$ cat src/rtl/core_stack_ctrl.sv
module core_stack_ctrl #(
  parameter int XW      = 2,
  parameter int YW      = 2,
  parameter int W       = 8,
  parameter int CLR_CYC = 2,
  parameter int STB_CYC = 1,
  parameter int WR_CYC  = 2
) (
  input  logic                 clk,
  input  logic                 rst_n,
  input  logic                 req_valid,
  output logic                 req_ready,
  input  logic [1:0]           req_op,
  input  logic [XW+YW-1:0]     req_addr,
  input  logic [W-1:0]         req_wdata,
  output logic [W-1:0]         rd_data,
  output logic                 rd_valid,
  output logic                 busy,
  output logic                 hold,
  input  logic                 resume,
  input  logic [W-1:0]         resume_data,
  output logic                 cycle_done,
  output logic [(1<<XW)-1:0]   x_drive,
  output logic [(1<<YW)-1:0]   y_drive,
  output logic                 drive_set,
  output logic                 line_inhibit,
  output logic [W-1:0]         plane_line
);
  localparam int NX    = 1 << XW;
  localparam int NY    = 1 << YW;
  localparam int DEPTH = NX * NY;
  localparam int MAXC  = (CLR_CYC > STB_CYC) ? ((CLR_CYC > WR_CYC) ? CLR_CYC : WR_CYC)
                                             : ((STB_CYC > WR_CYC) ? STB_CYC : WR_CYC);
  localparam int CW    = $clog2(MAXC + 1);

  typedef enum logic [2:0] {S_IDLE, S_CLR, S_STB, S_HOLD, S_WR} st_t;

  st_t             st;
  logic [CW-1:0]   cnt, plen;
  logic [XW+YW-1:0] addr_q;
  logic            rmw_q, wr_q;
  logic [W-1:0]    data_q, snap_q, flip;
  logic [W-1:0]    mem [DEPTH];
  logic            drive_on, last;

  assign busy         = (st != S_IDLE);
  assign req_ready    = !busy;
  assign hold         = (st == S_HOLD);
  assign drive_on     = (st == S_CLR) || (st == S_WR);
  assign x_drive      = drive_on ? (NX'(1) << addr_q[XW-1:0]) : '0;
  assign y_drive      = drive_on ? (NY'(1) << addr_q[XW+YW-1:XW]) : '0;
  assign drive_set    = (st == S_WR);
  assign line_inhibit = (st == S_WR);
  assign plane_line   = (st == S_STB) ? snap_q : (st == S_WR) ? ~data_q : '0;

  always_comb begin
    case (st)
      S_CLR:   plen = CW'(CLR_CYC);
      S_STB:   plen = CW'(STB_CYC);
      default: plen = CW'(WR_CYC);
    endcase
  end
  assign last = (cnt == plen - CW'(1));

  always_comb begin
    flip = '0;
    for (int y = 0; y < NY; y++)
      for (int x = 0; x < NX; x++)
        if (x_drive[x] && y_drive[y]) flip = flip | mem[y*NX + x];
  end

  always_ff @(posedge clk) begin
    if (!rst_n) begin
      for (int i = 0; i < DEPTH; i++) mem[i] <= '0;
    end else begin
      for (int y = 0; y < NY; y++)
        for (int x = 0; x < NX; x++)
          if (x_drive[x] && y_drive[y]) begin
            if (!drive_set && cnt == '0) mem[y*NX + x] <= '0;
            else if (drive_set && last)  mem[y*NX + x] <= mem[y*NX + x] | ~plane_line;
          end
    end
  end

  always_ff @(posedge clk) begin
    if (!rst_n) begin
      st <= S_IDLE; cnt <= '0; addr_q <= '0; rmw_q <= 1'b0; wr_q <= 1'b0;
      data_q <= '0; snap_q <= '0; rd_data <= '0; rd_valid <= 1'b0; cycle_done <= 1'b0;
    end else begin
      rd_valid   <= 1'b0;
      cycle_done <= 1'b0;
      cnt        <= cnt + CW'(1);
      case (st)
        S_IDLE: if (req_valid) begin
          st <= S_CLR; cnt <= '0; addr_q <= req_addr;
          rmw_q <= (req_op == 2'd2); wr_q <= (req_op == 2'd1); data_q <= req_wdata;
        end
        S_CLR: begin
          if (cnt == '0) snap_q <= flip;
          if (last) begin st <= S_STB; cnt <= '0; end
        end
        S_STB: if (last) begin
          rd_data  <= snap_q;
          rd_valid <= !wr_q;
          cnt      <= '0;
          if (rmw_q) st <= S_HOLD;
          else begin
            st <= S_WR;
            if (!wr_q) data_q <= snap_q;
          end
        end
        S_HOLD: if (resume) begin
          st <= S_WR; cnt <= '0; data_q <= resume_data;
        end
        S_WR: if (last) begin
          st <= S_IDLE; cnt <= '0; cycle_done <= 1'b1;
        end
        default: st <= S_IDLE;
      endcase
    end
  end


  x_onehot_chk: assert property (@(posedge clk) disable iff (!rst_n) $onehot0(x_drive) && $onehot0(y_drive));

  xy_pair_chk: assert property (@(posedge clk) disable iff (!rst_n) (|x_drive) == (|y_drive));

  duty_chk: assert property (@(posedge clk) disable iff (!rst_n) ((|x_drive) && !drive_set) |-> !line_inhibit);

  done_idle_chk: assert property (@(posedge clk) disable iff (!rst_n) cycle_done |-> req_ready);

  hold_keep_chk: assert property (@(posedge clk) disable iff (!rst_n) (hold && !resume) |=> hold);

  rdv_pulse_chk: assert property (@(posedge clk) disable iff (!rst_n) rd_valid |=> !rd_valid);
endmodule

$ cat config.mk
export PLATFORM = sky130hd
export DESIGN_NAME = core_stack_ctrl
export DESIGN_NICKNAME = d
export VERILOG_FILES = /design/src/rtl/core_stack_ctrl.sv
export SDC_FILE = /design/constraint.sdc
export NUM_CORES = 1
export LEC_CHECK = 0
export BUFFER_PORTS_ARGS = -buffer_cell sky130_fd_sc_hd__buf_2
export CAP_MARGIN = 20
export CORE_MARGIN = 1.5
export CORE_UTILIZATION = 50
export CTS_CLUSTER_SIZE = 16
export DETAILED_ROUTE_END_ITERATION = 6
export MAX_ROUTING_LAYER = met4
export PLACE_DENSITY = 0.82
export SYNTH_ARGS = -nofsm -noshare
export SYNTH_HDL_FRONTEND = slang
export SYNTH_SLANG_ARGS = --single-unit
export TNS_END_PERCENT = 5
$ cat constraint.sdc
create_clock -name clk -period 2.1 [get_ports clk]
set_input_delay 0.105 -clock clk [delete_from_list [all_inputs] [get_ports clk]]
set_output_delay 0.105 -clock clk [all_outputs]
set_load 0.05 [all_outputs]
==> reports/qor.csv, run 1 <==
metric,value,unit
n_antenna_cell,0,
cts.clk_slew.worst_paths,0.07,ns
drc,0,
drv_slew,0,
clk_path_buf_depth,2,
antenna_found_initial,0,
grt_pass1_wl,34.1,mm
ir_worst_vdd,683,uV
rsz0062_at_grt,true,
h-tree-depth,4,
finalClockSkew,0.0133,ns
ys_warn_count,0,
p_leak,0.00383,uW
fin_crit,2.07,ns
use_met3,6.90,%
final_antenna_net_count,0,
core-area,16500,sq um
vias,6301,
grt_max_degree,38,
track_usage,26.3,%
synthDistinctLibCells,57,
slowest_stage,dfxtp_2,
detail_route.iter0.violations,622,
rrSetupSlack,0.04,ns
synth_largest_area_cell,edfxtp_1,
syn_avg_cell_area,11.9,sq um
cpPeakStageDelay,0.45,ns
hold_violations,0,
gp_congestion,0.893,
routed_wl,21.5,mm
clock_tree.root_cell,clkbuf_16,
worst-path-max-fanout,9,
num_io_pins,57,
timing.hold.ws,0.0174,ns
worst_slew_pin_slew,0.790,ns
hold_end,addr_q[3],
io_buffers,56,
rows,47,
cts_tree,yes,
start_util,50.9,%
synth_async_sr_flop_share,0,%
yosysMostFrequentCell,edfxtp_1,
cts_sinks,165,
end_kind,output pin,
critPathRequiredTime,2.00,ns
relSlewSlack,47.3,%
synth-seq-cells,165,
setup_tns,0,ns
die_x,132,microns
drive_gt1_share,29.3,%
place_hpwl,14.4,mm
yosysSeqAreaShare,54.7,%
synth_ff_type,edfxtp_1,
grt_use_met2,39.6,%
crit_arrival,1.97,ns
synth_edf_count,128,
drv_cap,0,
r2r-start,st[2],
setup_violations,0,
synthTopCellsByArea,"edfxtp_1, o21a_1, dfxtp_1",
syn_to_final_growth,19.4,%
p_per_area,1050,nW/um^2
gr-total-overflow,0,
top_usage_layer,met2,
fmax,482,MHz
crit_chain,"xnor2_2, nor4b_4, buf_4, buf_2",
synth_nets,731,
min_path_type,primary input to flop,
worstHoldStart,req_valid,
synth_top_area_share,45.9,%
r2r_end,mem[1][45],
clkLatencyLatePin,0.44,ns
crit_family,buffers and inverters,
cts_made_buffers,17,
dieArea,17500,sq um
worst_hold_path.num_cells,3,
die-height,132,microns
reg2regPathDepth,7,
outcome,completed,
syn-cell-area,8380,sq um
grt_pass1_vias,6076,
drt_pre_antenna_iters,5,
use_met1,34.4,%
nets,827,
wl_per_cell,20.9,microns
vias_per_cell,6.10,
worstSetupStartpointType,flop,
post-route-period-util,98.8,%
crit_buf_inv,2,
synthCells,704,
path_class,flop to output pin,
synth.cells.most_frequent,"edfxtp_1, o21a_1, nand2_1",
-- area by class of cell --
| type | count | area (sq um) |
|---|---|---|
| fillers | 1256 | 6460 |
| flip-flops and latches | 165 | 4590 |
| multi-input cells | 454 | 3510 |
| repair buffers | 130 | 917 |
| clock buffers | 26 | 564 |
| well taps | 220 | 275 |
| inverters | 32 | 120 |
| clock inverters | 6 | 32.5 |
-- kinds of logic after synthesis --
group                    after synthesis  share of synthesized area, %
adder cells (fa/ha/maj)                1                         0.149
multiplexers                          56                          9.51
XOR/XNOR                               2                         0.299
AO/OA/AOI/OAI                        238                          19.6
AND/OR/NAND/NOR                      157                          11.1
buffers and inverters                 85                          4.69
flip-flops                           165                          54.7
-- what timing repair did --
item	in CTS	in global routing
resized for setup	22	9
hold endpoints to repair	6	0
endpoints found under the setup margin	10	100
hold buffers	6	0
buffers inserted	0	18
pin swaps	0	7
-- flip-flops by register name, indices dropped and copies added, names as in the netlist --
register	count
st	3
snap_q	8
mem	128
cycle_done	1
rd_data	8
data_q	8
wr_q	1
cnt	2
addr_q	4
rmw_q	1
rd_valid	1
-- worst min-delay path, stage by stage --
cell and delay, ns:
buf_2 0.15, nand3_1 0.09, a21oi_1 0.06
-- through the flow --
stage | worst slack [ns] | area [sq um] | util [%] | power (uW) | instances
5_1_grt | -0.0814 | 10000 | 60.8 | 10900 | 1033
6_report | 0.0256 | 10000 | 60.8 | 10500 | 1033
3_5_place_dp | -0.202 | 9140 | 55.5 | 7230 | 977
4_1_cts | -0.0198 | 9860 | 59.9 | 10400 | 1015
2_1_floorplan | -0.121 | 8450 | - | 6280 | 704
3_3_place_gp | -0.158 | 9140 | 55.5 | 7180 | 977
-- worst max path at each step --
stage | endpoint | cells after the start | slack (ns) | from
6_report | y_drive[2] | 4 | 0.03 | st[2]
3_5_place_dp | snap_q[7] | 4 | -0.20 | addr_q[1]
4_1_cts | x_drive[0] | 4 | -0.02 | addr_q[1]
3_3_place_gp | snap_q[7] | 4 | -0.16 | addr_q[1]
2_1_floorplan | mem[0][56] | 6 | -0.12 | st[0]
5_1_grt | mem[1][41] | 7 | -0.08 | st[2]
-- where the power goes --
group | total [uW] | switching, uW | internal, uW
Combinational | 3360 | 2170 | 1200
Sequential | 4070 | 258 | 3810
Clock | 3100 | 1250 | 1850
Total | 10500 | 3670 | 6860
-- routing by layer --
layer  wire length, microns  vias up
met3                   1990       58
li1                       -     2825
met2                   9960      371
met1                   8910     3047
met4                    694        0
met5                      0        -
-- layout by cell type, fill, tap and decap left out, drive strengths merged, types with 6 or more instances in the layout --
cell	instances
dlygate4sd3	6
inv	34
a22oi	16
nand2	53
nor3	20
dfxtp	37
buf	123
or2	9
edfxtp	128
nor2	35
nor2b	7
a21oi	34
o21ai	38
clkbuf	27
mux4	18
mux2	9
mux2i	29
o21a	127
nand3	18
Power figures use the tool's default switching activity.
==> run 2: changes to the inputs <==
Settings changed: CORE_UTILIZATION 50 to 57, CTS_BUF_LIST set to sky130_fd_sc_hd__clkbuf_8, CTS_CLUSTER_DIAMETER set to 150, PLACE_DENSITY 0.82 to 0.9.
==> run 2 against run 1 <==
The flow now finishes with violations (setup timing). Worst hold slack improved by 0.020 ns. Core utilization up 6.9 points. Non-clock buffer count is 4 lower. Largest power group unchanged.
==> reports/qor.csv, run 2 (synthesized netlist as in run 1, its figures left out) <==
metric,value,unit
outcome,finished with violations,
violations,setup timing,
rsz0062_at_grt,true,
p_per_area,994,nW/um^2
detail_route.iter0.violations,813,
crit_arrival,2.02,ns
place_area,9080,sq um
largest_register,mem,
gr-total-overflow,0,
layout_commonest_cell,edfxtp_1,
rows,44,
end_kind,output pin,
worst_hold_path.num_cells,5,
r2r-start,st[1],
place_hpwl,15.7,mm
clkLatencyLatePin,0.47,ns
final_antenna_net_count,0,
gp_congestion,0.944,
track_usage,30.9,%
drt_pre_antenna_iters,5,
drc,0,
most-common-layout-cells,"edfxtp_1, o21a_1, buf_4, nand2_1, buf_2",
clock_tree.root_cell,clkbuf_8,
cts.clk_slew.worst_paths,0.10,ns
cts_tree,yes,
finalClockSkew,0.0165,ns
seq_area,4600,sq um
finalInstanceArea,9760,sq um
die-height,124,microns
post-route-period-util,101,%
worstSetupStartpointType,flop,
total_power,9700,uW
crit_path_frequent_cell,buf_4,
syn_to_final_growth,16.5,%
min_path_type,primary input to flop,
num_io_pins,57,
crit_buf_inv,3,
critPathRequiredTime,2.00,ns
vias_per_cell,6.51,
fin_crit,2.13,ns
vias,6460,
ir_worst_vdd,495,uV
rrSetupSlack,0.10,ns
start_util,58.1,%
grt_pass1_vias,6427,
hold_violations,0,
crit_family,buffers and inverters,
cts_made_buffers,17,
worstHoldStart,req_wdata[3],
timing.hold.ws,0.0376,ns
finalWorstSetupSlack,-0.0289,ns
cts_sinks,165,
hold_end,data_q[3],
dieArea,15400,sq um
cpPeakStageDelay,0.49,ns
path_class,flop to output pin,
relSlewSlack,43.5,%
antenna_found_initial,0,
reg2regPathDepth,4,
drv_cap,0,
multi_input_area,3500,sq um
n_fill_cell,1002,
instances_no_fill,992,
largest_reg_flops,128,
die_x,124,microns
worst_slew_pin_slew,0.846,ns
crit_chain,"buf_4, nor4b_4, buf_4, buf_2",
n_antenna_cell,0,
slowest_stage,nor4b_4,
wl_per_cell,22.9,microns
fmax,470,MHz
routed_wl,22.7,mm
r2r_end,mem[1][15],
worst-path-max-fanout,10,
drv_slew,0,
core-area,14400,sq um
setup_violations,2,
clk_path_buf_depth,2,
grt_pass1_wl,36.0,mm
drive_gt1_share,28.0,%
grt_max_degree,40,
h-tree-depth,4,
dp.cells,937,
nets,823,
io_buffers,56,
setup_tns,-0.0332,ns
p_leak,0.00370,uW
worstSetupStartpoint,st[1],
==> run 2: cell count changes in the layout (fill, tap and decap cells not counted), sizes merged, moves of 2 or more <==
| cell | before | now |
|---|---|---|
| buf | 123 | 111 |
| bufinv | 0 | 2 |
| clkinvlp | 1 | 6 |
| clkbuf | 27 | 20 |
| dlygate4sd3 | 6 | 12 |
| clkinv | 3 | 5 |
==> run 2: worst max-delay path by stage <==
stage                     depth (start not counted)       endpoint
after CTS                                         6  plane_line[4]
final                                             4     y_drive[2]
after global routing                              6  plane_line[7]
after detailed placement                          6      snap_q[3]
after floorplan                                   6     mem[0][56]
after global placement                            6      snap_q[5]
==> run 2: tightest hold or removal path, cell delays in order <==
cell and delay [ns]:
buf_2 0.07, nand2_1 0.05, o21ai_0 0.07, mux2i_1 0.08
nor2_1 0.09
==> run 2: area by class of cell <==
type	count	share of cell area, %
Tap cell	184	2.36
Timing Repair Buffer	126	9.59
Clock buffer	17	2.40
Inverter	32	1.23
Clock inverter	14	1.44
Sequential cell	165	47.1
Multi-Input combinational cell	454	35.9
==> run 2: where the power goes <==
part           leakage [uW]  internal, uW  total [uW]  switching, uW
Clock              0.000174          1040        2240           1200
Combinational       0.00190          1180        3330           2140
Sequential          0.00163          3810        4140            325
Total               0.00370          6030        9700           3670
==> run 2: repair_timing <==
item,4_1_cts,5_1_grt
gates resized for setup,24,13
hold buffers,12,0
setup buffers,1,11
pin swaps,1,3
setup endpoints to repair,12,40
hold endpoints to repair,9,0
==> run 2: metrics by stage <==
stage	utilization, %	setup WS (ns)
after floorplan	-	-0.121
after global placement	63.0	0.0926
after detailed placement	63.0	0.0974
after CTS	66.9	-0.0447
after global routing	67.7	-0.0988
final	67.7	-0.0289
==> run 2: metal layers <==
layer,wire (microns),track usage (%),vias to the layer above
met3,2310,7.04,69
met1,8700,39.3,3132
li1,-,-,2809
met5,0,-,-
met4,652,12.2,0
met2,11000,48.5,450
==> run 3: changes to the inputs <==
Settings changed: CORE_UTILIZATION 57 to 26, PLACE_DENSITY 0.9 to 0.53.
==> run 3 against run 2 <==
The run now ends clean. Clock power hardly changed. Global-route usage fell by 16 points. Critical endpoint is now x_drive[2]. Flip-flop and latch count did not move. Via count is 7.6% lower. Largest power group unchanged. First-iteration DRC count decreased by 63%. Die area is 120% higher. Worst hold slack worse by 0.012 ns.
==> reports/qor.csv, run 3 (synthesized netlist as in run 1, its figures left out) <==
metric,value,unit
outcome,completed,
intPower,6050,uW
wl_met2,11.0,mm
grt_max_degree,30,
final_antenna_net_count,0,
m1WireLength,11.8,mm
worstSetupStartpointType,flop,
n_antenna_cell,0,
finalWorstSetupSlack,0.0471,ns
drive_gt1_share,29.0,%
p_per_area,969,nW/um^2
gr-total-overflow,0,
h-tree-depth,4,
relSlewSlack,57.6,%
fmax,487,MHz
num_io_pins,57,
die_x,183,microns
cts_made_buffers,17,
power_frac_comb,36.1,%
finalClockSkew,0.0149,ns
seq_area,4600,sq um
p_leak,0.00375,uW
power_switching,3800,uW
layout_commonest_cell,edfxtp_1,
drt_pre_antenna_iters,5,
n_fill_cell,3228,
multi_input_area,3530,sq um
worst-path-max-fanout,8,
routed_wl,24.2,mm
grt_pass1_wl,37.0,mm
rows,65,
path_class,flop to output pin,
track_usage,15.3,%
vias_per_cell,4.90,
dieArea,33300,sq um
wl_per_cell,19.8,microns
rsz0062_at_grt,true,
clock_tree.root_cell,clkbuf_8,
drv_slew,0,
post-route-period-util,97.8,%
clkLatencyLatePin,0.47,ns
wl_met3,1.12,mm
drv_cap,0,
die-height,183,microns
dp_slack,-0.114,ns
vias,5972,
start_util,26.5,%
p_seq_share,41.2,%
place_hpwl,16.6,mm
crit_arrival,1.95,ns
cts.clk_slew.worst_paths,0.09,ns
most-common-layout-cells,"edfxtp_1, o21a_1, buf_4, nand2_1, buf_2",
cts_tree,yes,
largest_register,mem,
io_buffers,56,
instances_no_fill,1220,
detail_route.iter0.violations,302,
end_kind,output pin,
grt_pass1_vias,5921,
worst_slew_pin_slew,0.633,ns
critPathRequiredTime,2.00,ns
largest_reg_flops,128,
hold_violations,0,
gp_congestion,0.782,
antenna_found_initial,0,
clk_path_buf_depth,2,
nets,832,
dr.max_layer_used,met4,
dp.cells,1161,
core-area,31600,sq um
swShare,38.6,%
setup_violations,0,
p_clk_share,22.7,%
min_path_type,primary input to flop,
fin_crit,2.05,ns
drc,0,
syn_to_final_growth,21.2,%
cts_sinks,165,
ir_worst_vdd,471,uV
run 3: cell types whose count changed in the layout (fill, tap and decap cells not counted), moves of 2 or more:
cell and delta:
clkinv_1 +2, clkinvlp_4 -5, nor2_4 +2, nor2b_1 -2, inv_6 +3, buf_4 +2
nand2b_2 +2, clkinv_4 +2, buf_2 +2, nand2b_1 -2, inv_1 -2, clkbuf_4 -3
dlygate4sd3_1 +5
run 3: power by group through the flow:
stage | combinational, uW | clock (uW) | sequential [uW]
6_report | 3560 | 2230 | 4050
5_1_grt | 3810 | 2400 | 4090
4_1_cts | 3490 | 2290 | 4050
3_5_place_dp | 3320 | 0 | 4120
3_3_place_gp | 3350 | 0 | 4110
2_1_floorplan | 2230 | 0 | 4040
run 3: final timing paths:
kind                    from         end  slack (ns)  cells past startpoint
setup / recovery       st[0]  x_drive[2]        0.05                      5
hold / removal     req_valid   addr_q[1]        0.03                      3
setup reg to reg   addr_q[1]   snap_q[0]        0.05                      6
hold reg to reg   rd_data[6]  rd_data[6]        0.45                      2
run 3: timing repair:
action	CTS	global route
setup endpoints to repair	14	35
hold buffers	17	0
pin swaps	3	4
endpoints found under the hold margin	14	0
setup buffers	2	8
gates resized for setup	36	12
run 3: worst max-delay path: stages, from the launching register on:
cell     delay (ns)
dfxtp_2        0.38
buf_4          0.17
xor2_1         0.27
nand2_2        0.22
nor2_1         0.21
buf_4          0.23
run 3: stage by stage:
step	area [sq um]	TNS (ns)	power [uW]	utilization, %	hold WS, ns
final	10200	0	9850	32.1	0.0253
after global routing	10200	-0.392	10300	32.1	0.0416
after CTS	10100	-0.108	9830	31.8	0.0148
after detailed placement	9410	-0.130	7440	29.8	0.372
after global placement	9410	-0.124	7460	29.8	0.366
after floorplan	8450	-7.12	6280	-	0.252
run 3: layer usage:
metal	GRT usage (%)	up-vias
met5	-	-
met4	3.40	0
met3	3.43	20
met2	23.1	134
met1	21.0	2983
li1	-	2835
run 3: area by class of cell:
class,count,area share [%]
clock inverters,15,1.28
multi-input cells,454,34.8
repair buffers,135,10.2
clock buffers,17,2.30
well taps,402,4.95
inverters,32,1.21
flip-flops and latches,165,45.3
